`config.mk`:
```
export PLATFORM = sky130hd
export DESIGN_NAME = prescaled_pwm
export DESIGN_NICKNAME = d
export VERILOG_FILES = /design/src/rtl/pwm_ctl_pkg.sv /design/src/rtl/pwm_ctl_regs.sv /design/src/rtl/pwm_ctl_chan.sv /design/src/rtl/prescaled_pwm.sv
export SDC_FILE = /design/constraint.sdc
export NUM_CORES = 1
export LEC_CHECK = 0
export BUFFER_PORTS_ARGS = -buffer_cell sky130_fd_sc_hd__buf_2
export CORE_UTILIZATION = 25
export CTS_CLUSTER_SIZE = 10
export DETAILED_ROUTE_END_ITERATION = 12
export MAX_ROUTING_LAYER = met4
export SYNTH_ARGS = -nofsm -noshare
export SYNTH_HDL_FRONTEND = slang
export SYNTH_HIERARCHICAL = 1
export SYNTH_SLANG_ARGS = --single-unit
```
`constraint.sdc`:
```
create_clock -name clk -period 1.9 [get_ports clk]
set_input_delay 0.285 -clock clk [delete_from_list [all_inputs] [get_ports clk]]
set_output_delay 0.285 -clock clk [all_outputs]
set_load 0.01 [all_outputs]
```
`src/rtl/pwm_ctl_pkg.sv`:
```
// Shared constants and types for the prescaled PWM block.
// Assumes the prescale field sits directly below the immediate-stop bit.
package pwm_ctl_pkg;
    localparam int PRESC_W  = 6;
    localparam int PER_W    = 10;
    localparam int STOP_BIT = 6;
    localparam int FULL_BIT = 10;
    localparam int BANK_LSB = 4;

    typedef enum logic [1:0] {
        REG_CTRL = 2'd0,
        REG_DUTY = 2'd1,
        REG_PER  = 2'd2,
        REG_GAP  = 2'd3
    } reg_sel_e;

    typedef struct packed {
        logic [PRESC_W-1:0] presc;
        logic               stop_now;
        logic [PER_W-1:0]   dc;
        logic               full;
        logic [PER_W-1:0]   pv;
    } ch_cfg_t;
endpackage

```
`src/rtl/pwm_ctl_regs.sv`:
```
// Register banks for all channels. Decodes the word address, stores the
// fields of each channel and returns them combinationally on reads.
// Assumes ADDR_W > BANK_LSB. A bank index at or above NUM_CH is unmapped.
module pwm_ctl_regs
    import pwm_ctl_pkg::*;
#(
    parameter int NUM_CH = 2,
    parameter int ADDR_W = 5,
    parameter int DATA_W = 32
) (
    input  logic              clk,
    input  logic              rst_n,
    input  logic              wr_en,
    input  logic [ADDR_W-1:0] addr,
    input  logic [DATA_W-1:0] wdata,
    output logic [DATA_W-1:0] rdata,
    output ch_cfg_t           cfg_o [NUM_CH]
);
    localparam int BANK_W = ADDR_W - BANK_LSB;

    logic [BANK_W-1:0] bank;
    reg_sel_e          rsel;
    logic              unused_bits;

    assign bank        = addr[ADDR_W-1:BANK_LSB];
    assign rsel        = reg_sel_e'(addr[BANK_LSB-1:2]);
    assign unused_bits = ^{wdata[DATA_W-1:FULL_BIT+1], addr[1:0]};

    for (genvar ch = 0; ch < NUM_CH; ch++) begin : g_bank
        logic hit;
        assign hit = wr_en && (bank == BANK_W'(ch));

        // Store the fields of the selected register of this channel.
        always_ff @(posedge clk) begin
            if (!rst_n) begin
                cfg_o[ch] <= '0;
            end else if (hit) begin
                case (rsel)
                    REG_CTRL: begin
                        cfg_o[ch].presc    <= wdata[PRESC_W-1:0];
                        cfg_o[ch].stop_now <= wdata[STOP_BIT];
                    end
                    REG_DUTY: begin
                        cfg_o[ch].dc   <= wdata[PER_W-1:0];
                        cfg_o[ch].full <= wdata[FULL_BIT];
                    end
                    REG_PER:  cfg_o[ch].pv <= wdata[PER_W-1:0];
                    default:  ;
                endcase
            end
        end
    end

    // Return the addressed register, zero for the gap and for absent banks.
    always_comb begin
        rdata = '0;
        for (int ch = 0; ch < NUM_CH; ch++) begin
            if (bank == BANK_W'(ch)) begin
                case (rsel)
                    REG_CTRL: begin
                        rdata[PRESC_W-1:0] = cfg_o[ch].presc;
                        rdata[STOP_BIT]    = cfg_o[ch].stop_now;
                    end
                    REG_DUTY: begin
                        rdata[PER_W-1:0] = cfg_o[ch].dc;
                        rdata[FULL_BIT]  = cfg_o[ch].full;
                    end
                    REG_PER:  rdata[PER_W-1:0] = cfg_o[ch].pv;
                    default:  ;
                endcase
            end
        end
    end

    // the gap word after the period register always reads zero.
    p_gap_zero_r2: assert property (@(posedge clk) disable iff (!rst_n)
        (rsel == REG_GAP) |-> (rdata == '0));

    // a bank with no channel behind it reads zero.
    p_absent_bank_r10: assert property (@(posedge clk) disable iff (!rst_n)
        (int'(bank) >= NUM_CH) |-> (rdata == '0));
endmodule

```
`src/rtl/pwm_ctl_chan.sv`:
```
// One PWM channel: a prescale counter feeding a period counter. Active
// settings are captured at start and at every period boundary. The output
// is high while the period count is below the duty count, or always when
// the full-duty flag is set. Assumes cfg_i holds the live register values.
module pwm_ctl_chan
    import pwm_ctl_pkg::*;
(
    input  logic    clk,
    input  logic    rst_n,
    input  logic    en_i,
    input  ch_cfg_t cfg_i,
    output logic    pwm_o
);
    logic               running;
    logic [PRESC_W-1:0] pc;
    logic [PER_W-1:0]   cnt;
    logic [PRESC_W-1:0] act_presc;
    logic [PER_W-1:0]   act_dc;
    logic [PER_W-1:0]   act_pv;
    logic               act_full;
    logic               tick;
    logic               wrap;

    assign tick = (pc == act_presc);
    assign wrap = tick && (cnt == act_pv);

    // Run control, the counter chain and reload of the active settings.
    always_ff @(posedge clk) begin
        if (!rst_n) begin
            running   <= 1'b0;
            pc        <= '0;
            cnt       <= '0;
            act_presc <= '0;
            act_dc    <= '0;
            act_pv    <= '0;
            act_full  <= 1'b0;
        end else if (!running) begin
            if (en_i) begin
                running   <= 1'b1;
                pc        <= '0;
                cnt       <= '0;
                act_presc <= cfg_i.presc;
                act_dc    <= cfg_i.dc;
                act_pv    <= cfg_i.pv;
                act_full  <= cfg_i.full;
            end
        end else if (!en_i && cfg_i.stop_now) begin
            running <= 1'b0;
        end else if (tick) begin
            pc <= '0;
            if (wrap) begin
                cnt       <= '0;
                act_presc <= cfg_i.presc;
                act_dc    <= cfg_i.dc;
                act_pv    <= cfg_i.pv;
                act_full  <= cfg_i.full;
                if (!en_i) running <= 1'b0;
            end else begin
                cnt <= cnt + 1'b1;
            end
        end else begin
            pc <= pc + 1'b1;
        end
    end

    // Drive the waveform from the period count and the active duty.
    always_comb pwm_o = running && (act_full || (cnt < act_dc));

    // the counters stay within their active limits.
    p_count_bound_r3: assert property (@(posedge clk) disable iff (!rst_n)
        running |-> ((cnt <= act_pv) && (pc <= act_presc)));

    // the active settings change only at a period boundary.
    p_hold_settings_r7: assert property (@(posedge clk) disable iff (!rst_n)
        (running && !wrap) |=> ($stable(act_dc) && $stable(act_pv) && $stable(act_full)));

    // a graceful stop keeps the channel running until the boundary.
    p_graceful_r8: assert property (@(posedge clk) disable iff (!rst_n)
        (running && !en_i && !cfg_i.stop_now && !wrap) |=> running);

    // an immediate stop takes the output low on the next clock.
    p_abrupt_low_r9: assert property (@(posedge clk) disable iff (!rst_n)
        (running && !en_i && cfg_i.stop_now) |=> !pwm_o);
endmodule

```
`src/rtl/prescaled_pwm.sv`:
```
// Top level of the PWM block: register banks plus one counter chain per
// channel. NUM_CH selects a one- or two-channel build. Assumes ADDR_W is
// wide enough for one 16-byte bank per channel.
module prescaled_pwm
    import pwm_ctl_pkg::*;
#(
    parameter int NUM_CH = 2,
    parameter int ADDR_W = 5,
    parameter int DATA_W = 32
) (
    input  logic              clk,
    input  logic              rst_n,
    input  logic              bus_wr_en,
    input  logic [ADDR_W-1:0] bus_addr,
    input  logic [DATA_W-1:0] bus_wdata,
    output logic [DATA_W-1:0] bus_rdata,
    input  logic [NUM_CH-1:0] chan_en,
    output logic [NUM_CH-1:0] pwm_out
);
    ch_cfg_t cfg [NUM_CH];

    pwm_ctl_regs #(.NUM_CH(NUM_CH), .ADDR_W(ADDR_W), .DATA_W(DATA_W)) u_regs (
        .clk   (clk),
        .rst_n (rst_n),
        .wr_en (bus_wr_en),
        .addr  (bus_addr),
        .wdata (bus_wdata),
        .rdata (bus_rdata),
        .cfg_o (cfg)
    );

    for (genvar ch = 0; ch < NUM_CH; ch++) begin : g_chan
        pwm_ctl_chan u_chan (
            .clk   (clk),
            .rst_n (rst_n),
            .en_i  (chan_en[ch]),
            .cfg_i (cfg[ch]),
            .pwm_o (pwm_out[ch])
        );
    end
endmodule

```
Word-level counts from Yosys, hierarchy flattened
Cells that the tools add are included.
Widths: inputs -> output; s select.

word-level totals
  register bits after elaboration = 144
  bits of input ports = 42
  word-level logic and storage cells = 146
  output and inout port bits = 34

operators by class
  order comparisons = 2
  add/subtract/negate cells = 4
  eq/ne operators = 12
  bitwise gates (word level) = 1
  reduce and logical (&&, ||, !) cells = 27
  mux-type cells = 76

operators with widths
  operator               number
  $mux 10                30
  $mux 6                 18
  $pmux 7 s3             2
  $mux 1                 22
  $mux 11                2
  $add 10x1->10 const B  2
  $eq 10x10->1           2
  $lt 10x10->1           2
  $reduce_and 2->1       8
  $add 6x1->6 const B    2
  $eq 6x6->1             2
  $ne 2x2->1 const B     6
  $pmux 3 s2             2
  $logic_and 1x1->1      8
  $reduce_and 4->1       2
  $reduce_and 3->1       2
  $reduce_bool 2->1      2
  $eq 2x1->1 const B     1
  $eq 2x2->1 const B     1
  $logic_not 1->1        2
  $logic_not 2->1        1
  $logic_or 1x1->1       2
  $not 1->1              1

Depth between registers and ports, before layout
Gate-level depths: netlist of the first run.

  word-level depth = 6
  mapped depth = 9
  depth with buffers taken out = 8

Hierarchy
Netlist of the first run, hierarchy kept.

by module, submodules not included
  module                            cells each  instances  area each (um^2)  seq. area each (um^2)
  pwm_ctl_regs                      287         1          2757.6            1121.1
  pwm_ctl_chan at g_chan[0].u_chan  259         1          2332.2            880.8
  pwm_ctl_chan at g_chan[1].u_chan  268         1          2272.2            880.8

Least setup slack after synthesis of the first run
No wires, ideal clock.

  path kind = flip-flop to output port
  from = register g_chan[1].u_chan.cnt[7]
  to = output port pwm_out[1]
  path slack = 144 ps
  cell stages (with the launch flop) = 7
  buffers on the path = 0
  data arrival time = 1471 ps
  data required time = 1615 ps
  cells stage by stage = dfxtp_1 > ha_1 > a21o_1 > a21o_1 > a21oi_1 > nand3b_1 > o21ai_0

on the way
  word-level cells in the longest chain between the ends = 3

RTL lines
  what                      RTL line             text
  start: declaration        pwm_ctl_chan.sv:16   logic [PER_W-1:0] cnt;
  start signal: assignment  pwm_ctl_chan.sv:59   cnt <= cnt + 1'b1;
  $lt 10x10->1              pwm_ctl_chan.sv:67   always_comb pwm_o = running && (act_full || (cnt < act_dc));
  $logic_or 1x1->1          pwm_ctl_chan.sv:67
  $logic_and 1x1->1         pwm_ctl_chan.sv:67
  end: declaration          prescaled_pwm.sv:18  output logic [NUM_CH-1:0] pwm_out

Every way passes these cells.

Final worst setup path of the first run
  from = register g_chan[0].u_chan.act_dc[7]
  to = output port pwm_out[0]

on the way
  word-level cells in the longest chain between the ends = 3

RTL lines
  what                      RTL line            text
  start: declaration        pwm_ctl_chan.sv:18  logic [PER_W-1:0] act_dc;
  start signal: assignment  pwm_ctl_chan.sv:43  act_dc <= cfg_i.dc;
  start signal: assignment  pwm_ctl_chan.sv:54  act_dc <= cfg_i.dc;
  $lt 10x10->1              pwm_ctl_chan.sv:67
  $logic_or 1x1->1          pwm_ctl_chan.sv:67
  $logic_and 1x1->1         pwm_ctl_chan.sv:67

Every way passes these cells.

==> results of run 1 <==
-- kinds of logic after synthesis --
logic type / Yosys count / share of synthesized area (%)
simple gates: 311 / 21.7
fa+ha+maj: 26 / 4.42
compound gates: 139 / 14.4
xor+xnor: 57 / 6.78
other cells: 1 / 0.0509
buf+inv: 98 / 8.28
mux: 38 / 5.17
flops: 144 / 39.2
-- cell usage in the layout, fill, tap and decap left out, types with 11 or more instances in the layout --
master,synthesis,layout
clkbuf_16,0,20
inv_1,26,22
nor2b_1,46,42
mux2i_1,38,38
nor2_1,35,35
xnor2_1,20,19
buf_6,12,11
nand4_1,17,17
buf_4,30,42
a21boi_0,19,19
nand3_2,18,30
nand2_1,118,117
dfxtp_2,0,12
o21ai_1,15,17
ha_1,26,21
conb_1,1,21
o21ai_2,39,40
dfxtp_1,144,130
nand3_1,45,31
buf_2,12,27
a222oi_1,14,14
xor2_1,37,37
-- stage by stage --
stage	util [%]	std cells	area, um^2	setup TNS [ns]	total power, mW
4_1_cts	30.9	1263	8910	-4.13	7.38
3_5_place_dp	27.6	1221	7970	-2.53	3.98
5_1_grt	32.0	1277	9240	-9.93	7.78
6_report	32.0	1277	9240	-6.96	7.49
3_3_place_gp	27.6	1221	7970	-2.23	3.97
2_1_floorplan	-	834	7440	0	3.84
-- worst max path at each step --
stage	start	cells after the start	end
floorplan	g_chan[1].u_chan/cnt[7]	6	pwm_out[1]
global placement	bus_addr[2]	8	bus_rdata[4]
detailed placement	bus_addr[2]	8	bus_rdata[4]
CTS	g_chan[0].u_chan/cnt[7]	8	pwm_out[0]
global route	g_chan[0].u_chan/act_dc[7]	9	pwm_out[0]
finish	g_chan[0].u_chan/act_dc[7]	9	pwm_out[0]
-- state kept, by name (all words and copies together) (netlist names) --
signal,count
g_chan.u_chan/running,2
g_chan.u_chan/act_dc,20
u_regs/cfg_o,56
g_chan.u_chan/cnt,20
g_chan.u_chan/pc,12
g_chan.u_chan/act_full,2
g_chan.u_chan/act_presc,12
g_chan.u_chan/act_pv,20
-- metal layers --
metal / wire length [um] / vias up
li1: - / 2906
met1: 9160 / 2776
met2: 8030 / 135
met3: 676 / 15
met4: 197 / 0
met5: 0 / -
-- critical path, stage by stage, from the launching register on --
cell and delay (ns):
dfxtp_2 0.33, inv_2 0.04, ha_4 0.23, a21o_1 0.16
a21o_1 0.18, a21oi_2 0.16, and3_1 0.20, a21oi_2 0.04
o21ai_2 0.07, buf_2 0.15
-- timing repair --
action / in CTS / in global routing
gates cloned: 5 / 3
pin swaps: 20 / 24
setup buffers: 10 / 10
gates resized for setup: 56 / 40
endpoints found under the setup margin: 43 / 72
-- power breakdown --
part	internal, mW	switching (mW)	total, mW
logic	0.546	0.653	1.20
registers	3.07	0.0504	3.12
clock network	1.86	1.31	3.17
-- area by class of cell --
class | count | share of cell area [%]
sequential | 144 | 31.4
timing repair buffer | 98 | 10.6
clock inverter | 13 | 1.22
inverter | 26 | 1.11
tap | 384 | 5.20
multi-input combinational | 592 | 45.5
antenna | 1 | 0.0271
clock buffer | 19 | 4.90
-- synth_stat cells, types with 2 or more instances --
cell | count | area, um^2
clkbuf_1 | 12 | 45.0
nor2_1 | 35 | 131
buf_6 | 12 | 135
buf_4 | 30 | 225
nand3_1 | 45 | 225
a21o_1 | 6 | 45.0
mux2i_1 | 38 | 380
o21ai_1 | 15 | 75.1
o21ai_0 | 7 | 35.0
inv_1 | 26 | 97.6
nand4_1 | 17 | 106
dfxtp_1 | 144 | 2880
a222oi_1 | 14 | 140
buf_1 | 3 | 11.3
o21ai_2 | 39 | 342
a221oi_1 | 3 | 26.3
nor3_1 | 4 | 20.0
buf_8 | 2 | 30.0
a21boi_1 | 2 | 15.0
a211oi_1 | 10 | 75.1
and3_1 | 6 | 37.5
buf_2 | 12 | 60.1
a21boi_0 | 19 | 143
ha_1 | 26 | 325
nand2_2 | 2 | 12.5
nand3b_1 | 5 | 37.5
nor2b_1 | 46 | 288
nor4_1 | 3 | 18.8
nand3_2 | 18 | 180
xor2_1 | 37 | 324
xnor2_1 | 20 | 175
nand2b_1 | 5 | 31.3
a22oi_1 | 3 | 22.5
a21oi_1 | 13 | 65.1
nand2_1 | 118 | 443
and2_1 | 2 | 12.5
o22ai_1 | 2 | 12.5
==> key figures, run 1 <==
Floorplanning
  • Die Y-Extent: 174 um
  • Placeable Area: 0.0289 mm^2
  • Ports: 76
  • Die area: 0.0301 mm^2
  • Site Rows: 62
  • Initial core utilization: 25.5%
  • Die W: 174 um

STA
  • Actual slew at the worst max-slew pin: 0.660 ns
  • Final worst-path cycle share: 120%
  • Final max-slew violation count: 0
  • Slew HR: 56.0%
  • Tmin final: 2.27 ns
  • Final setup fails: 41
  • Count of final hold-check violations: 0
  • Final WS setup: -0.374 ns
  • RSZ-0062 raised after global routing: yes
  • WHS: 0.140 ns
  • Clock skew: 0.0113 ns
  • F_max: 0.440 GHz

Pwr
  • P per Cell Area: 811 mW/mm^2
  • Leakage: 3.60 nW
  • Max VDD drop: 0.499 mV

Placed design
  • HPWL Detailed: 12000 um
  • DP Worst Slack: -0.262 ns
  • Gpl congestion: 0.772
  • PortBufs: 31

GRT
  • GR Util met3: 2.26%
  • GRT Total Usage: 12.1%
  • Vias in the first global route: 5357
  • Initial antenna violation count: 1
  • Met2 Track Usage GR: 17.7%
  • First-pass GRT wire length: 28300 um
  • Met1 GRT Util: 16.7%
  • Busiest layer in global routing: met2
  • Total grt overflow: 0
  • Largest net degree at the start of global routing: 105

CTS
  • CTS Hold Bufs: 0
  • Root buffer cell: clkbuf_16
  • CTS tree: built
  • Worst-path clk slew: 0.06 ns
  • Clock latency on the worst-skew pair: 0.43 ns
  • Clock sinks: 144
  • Cts bufs inserted: 17
  • H-tree depth: 4
  • Max Buffers Root-to-Sink: 2

Logic synthesis
  • Cell Area, Synth: 0.00736 mm^2
  • Register bit total from synthesis: 144
  • Primary FF master, synth: dfxtp_1
  • Async SR Flop Fraction: 0%
  • Post-synth EDFFs: 0
  • Netlist cell types: 50
  • YS warnings: 6
  • Post-synthesis cell count: 814
  • Post-Syn Area per Cell: 9.04 um^2
  • Post-synthesis sequential area ratio: 39.2%

Final layout
  • FF+latch area: 0.00291 mm^2
  • Syn-to-layout area delta: 25.5%
  • FILL cells: 2976
  • Share of cells above drive strength 1: 28.1%
  • Final net count: 947
  • Area taken by multi-input logic gates: 0.00420 mm^2

Flow run
  • Max Cap Viol: 0

Min path
  • Hold endpoint: g_chan[0].u_chan/running
  • Hold Crit Depth: 2
  • Hold path startpoint: chan_en[0]
  • Hold/Removal Path Class: primary input to flop

Setup path
  • Crit Reg-Reg Endpoint: g_chan[0].u_chan/act_pv[9]
  • Worst Setup Start Kind: flop
  • Worst Path Arrival: 1.99 ns
  • R2r worst-path depth: 10
  • Crit path max fanout: 2
  • R2R Path Start: g_chan[0].u_chan/cnt[7]
  • FF-to-FF setup slack: -0.21 ns
  • Kind of critical path: flop to primary output
  • Setup crit end kind: primary output
  • Crit path required time: 1.62 ns

Routing
  • Vias post-DR: 5832
  • Routed len/inst: 14.1 um
  • Number of remaining DRC errors: 0
  • Initial DRT Pass Iterations: 5
  • Final wirelength: 18100 um
  • DRT iter0 DRCs: 521
  • Avg Vias per Cell: 4.57
  • Antenna Nets Post-Route: 0

Run status
  • Failing checks: setup timing
  • Status: complete, but fails checks
(Power assumes the default switching activity.)
==> run 2, diff against run 1 <==
--- a/config.mk
+++ b/config.mk
@@ -10,6 +10,7 @@
 export CTS_CLUSTER_SIZE = 10
 export DETAILED_ROUTE_END_ITERATION = 12
 export MAX_ROUTING_LAYER = met4
+export RECOVER_POWER = 50
 export SYNTH_ARGS = -nofsm -noshare
 export SYNTH_HDL_FRONTEND = slang
 export SYNTH_HIERARCHICAL = 1
==> run 2 against run 1 <==
The flow still finishes with violations (setup timing). Worst setup slack worse by 0.0023 ns. Critical path depth unchanged. Clock-buffer cell count unchanged. Sequential share of layout area up 0.18 points. Register-to-register slack about the same. Clock power about the same. Sequential power about the same. Cell count unchanged. Clock skew down 0.0033 ns. Core utilization down 0.19 points. Largest cell class unchanged. Largest power group unchanged.
==> key figures, run 2 (synthesis gave the netlist of run 1 again) <==
GRT
  • Vias in the first global route: 5357 (unchanged)
  • Largest net degree at the start of global routing: 105 (unchanged)
  • Total grt overflow: 0 (unchanged)
  • Initial antenna violation count: 1 (unchanged)
  • First-pass GRT wire length: 28300 um (unchanged)
  • GRT Total Usage: 12.1% (unchanged)

CTS
  • CTS Hold Bufs: 0 (unchanged)
  • CTS tree: built
  • Root buffer cell: clkbuf_16
  • Max Buffers Root-to-Sink: 2 (unchanged)
  • H-tree depth: 4 (unchanged)
  • Clock sinks: 144 (unchanged)
  • Cts bufs inserted: 17 (unchanged)
  • Clock latency on the worst-skew pair: 0.43 ns (about the same)
  • Worst-path clk slew: 0.06 ns (about the same)

Pwr
  • Internal power: 5.47 mW (-0.13%)
  • Switching power: 2.01 mW (about the same)
  • Clock share of power: 42.4% (about the same)
  • P per Cell Area: 815 mW/mm^2 (+0.47%)
  • Power share of the combinational group: 15.9% (about the same)
  • Leakage: 3.58 nW (-0.61%)
  • Max VDD drop: 0.500 mV (+0.19%)
  • Seq pwr share: 41.7% (about the same)
  • Switching Fraction: 26.9% (about the same)

Floorplanning
  • Ports: 76 (unchanged)
  • Initial core utilization: 25.5% (unchanged)
  • Die W: 174 um (unchanged)
  • Site Rows: 62 (unchanged)
  • Die area: 0.0301 mm^2 (unchanged)
  • Die Y-Extent: 174 um (unchanged)
  • Placeable Area: 0.0289 mm^2 (unchanged)

Placed design
  • PortBufs: 31 (unchanged)
  • DP Worst Slack: -0.262 ns (unchanged)
  • Placed instance area: 0.00797 mm^2 (unchanged)
  • HPWL Detailed: 12000 um (unchanged)
  • Gpl congestion: 0.772 (unchanged)

STA
  • Final setup fails: 50 (+22%)
  • Final max-slew violation count: 0 (unchanged)
  • RSZ-0062 raised after global routing: yes
  • Actual slew at the worst max-slew pin: 0.860 ns (+0.200 ns)
  • Count of final hold-check violations: 0 (unchanged)
  • F_max: 0.439 GHz (-0.10%)
  • Setup total negative slack: -8.95 ns (-1.99 ns)
  • Clock skew: 0.00800 ns (-0.00326 ns)
  • Tmin final: 2.28 ns (+0.00228 ns)
  • Final worst-path cycle share: 120% (+0.12 points)
  • Slew HR: 42.7% (-13 points)
  • Final WS setup: -0.376 ns (-0.00228 ns)

Final layout
  • Most frequent cells in the layout: 130 x dfxtp_1, 117 x nand2_1, 42 x nor2b_1
  • Top reg by flops: u_regs/cfg_o
  • Syn-to-layout area delta: 24.8%
  • Most common cell after layout, fill and taps aside: dfxtp_1
  • Share of cells above drive strength 1: 27.5% (-0.67 points)
  • Final net count: 947 (unchanged)
  • Design Area, Final: 0.00919 mm^2 (-0.58%)
  • Max FFs per register: 56 (unchanged)

Routing
  • Routed len/inst: 14.2 um (+0.13%)
  • Number of remaining DRC errors: 0 (unchanged)
  • Initial DRT Pass Iterations: 7 (+2)
  • Antenna Nets Post-Route: 0 (unchanged)
  • Final wirelength: 18100 um (+0.13%)
  • Vias post-DR: 5810 (-0.38%)
  • Avg Vias per Cell: 4.55 (-0.38%)
  • DRT iter0 DRCs: 441 (-15%)

Setup path
  • Worst Setup Start Kind: flop
  • Setup crit end kind: primary output
  • Kind of critical path: flop to primary output
  • Crit path required time: 1.62 ns (about the same)
  • Worst Path Arrival: 1.99 ns (about the same)
  • Crit path max fanout: 2 (unchanged)

Min path
  • Hold/Removal Path Class: primary input to flop

Run status
  • Failing checks: setup timing
  • Status: complete, but fails checks

Flow run
  • Max Cap Viol: 0 (unchanged)
-- run 2: changes by cell type in the layout (fill, tap and decap cells not counted), sizes merged --
cell    change
buf         -7
clkbuf      +7
-- run 2: stage by stage --
| stage | cells | utilization, % | hold slack [ns] | power [mW] |
|---|---|---|---|---|
| after global placement | 1221 | 27.6 | 0.447 | 3.97 |
| after global routing | 1277 | 31.8 | 0.136 | 7.77 |
| after floorplan | 834 | - | 0.420 | 3.84 |
| after CTS | 1263 | 30.9 | 0.134 | 7.38 |
| after detailed placement | 1221 | 27.6 | 0.450 | 3.98 |
| final | 1277 | 31.8 | 0.142 | 7.49 |
-- run 2: path summary, 6_finish.rpt --
path                                   start                         end  slack, ns  cells past startpoint
setup reg to reg     g_chan[0].u_chan/cnt[7]  g_chan[0].u_chan/act_pv[9]      -0.21                     10
hold / removal                    chan_en[0]    g_chan[0].u_chan/running       0.14                      2
setup / recovery  g_chan[0].u_chan/act_dc[7]                  pwm_out[0]      -0.38                      9
hold reg to reg   g_chan[0].u_chan/act_dc[8]  g_chan[0].u_chan/act_dc[8]       0.45                      2
-- run 2: critical path: stages (launching register included) --
cell and delay, ns:
dfxtp_2 0.33, inv_2 0.04, ha_4 0.23, a21o_1 0.16, a21o_1 0.18, a21oi_2 0.16, and3_1 0.20, a21oi_2 0.04
o21ai_2 0.07, buf_2 0.15
-- run 2: layout make-up --
class                           count  area, um^2
Fill cell                        2981       19700
Multi-Input combinational cell    592        4180
Sequential cell                   144        2910
Timing Repair Buffer               98         946
Tap cell                          384         480
Clock buffer                       19         453
Clock inverter                     13         113
Inverter                           26         103
Antenna cell                        1        2.50
-- run 2: power groups by stage --
stage          registers [mW]  clock network [mW]  logic [mW]
2_1_floorplan            3.18                   0       0.658
3_3_place_gp             3.19                   0       0.776
3_5_place_dp             3.19                   0       0.786
4_1_cts                  3.12                3.22        1.03
5_1_grt                  3.13                3.37        1.28
6_report                 3.12                3.17        1.19
-- run 2: metal layers --
metal | global-route usage (%) | share of wire [%]
met1 | 16.7 | 51
met2 | 17.7 | 44
met3 | 2.26 | 3.9
met4 | 3.95 | 1.1
met5 | - | 0
-- run 2: what timing repair did --
| item | CTS | global route |
|---|---|---|
| buffers inserted | 10 | 10 |
| pin swaps | 20 | 24 |
| hold endpoints to repair | 0 | 0 |
| resized for setup | 56 | 40 |
| setup endpoints to repair | 43 | 72 |
| gates cloned | 5 | 3 |
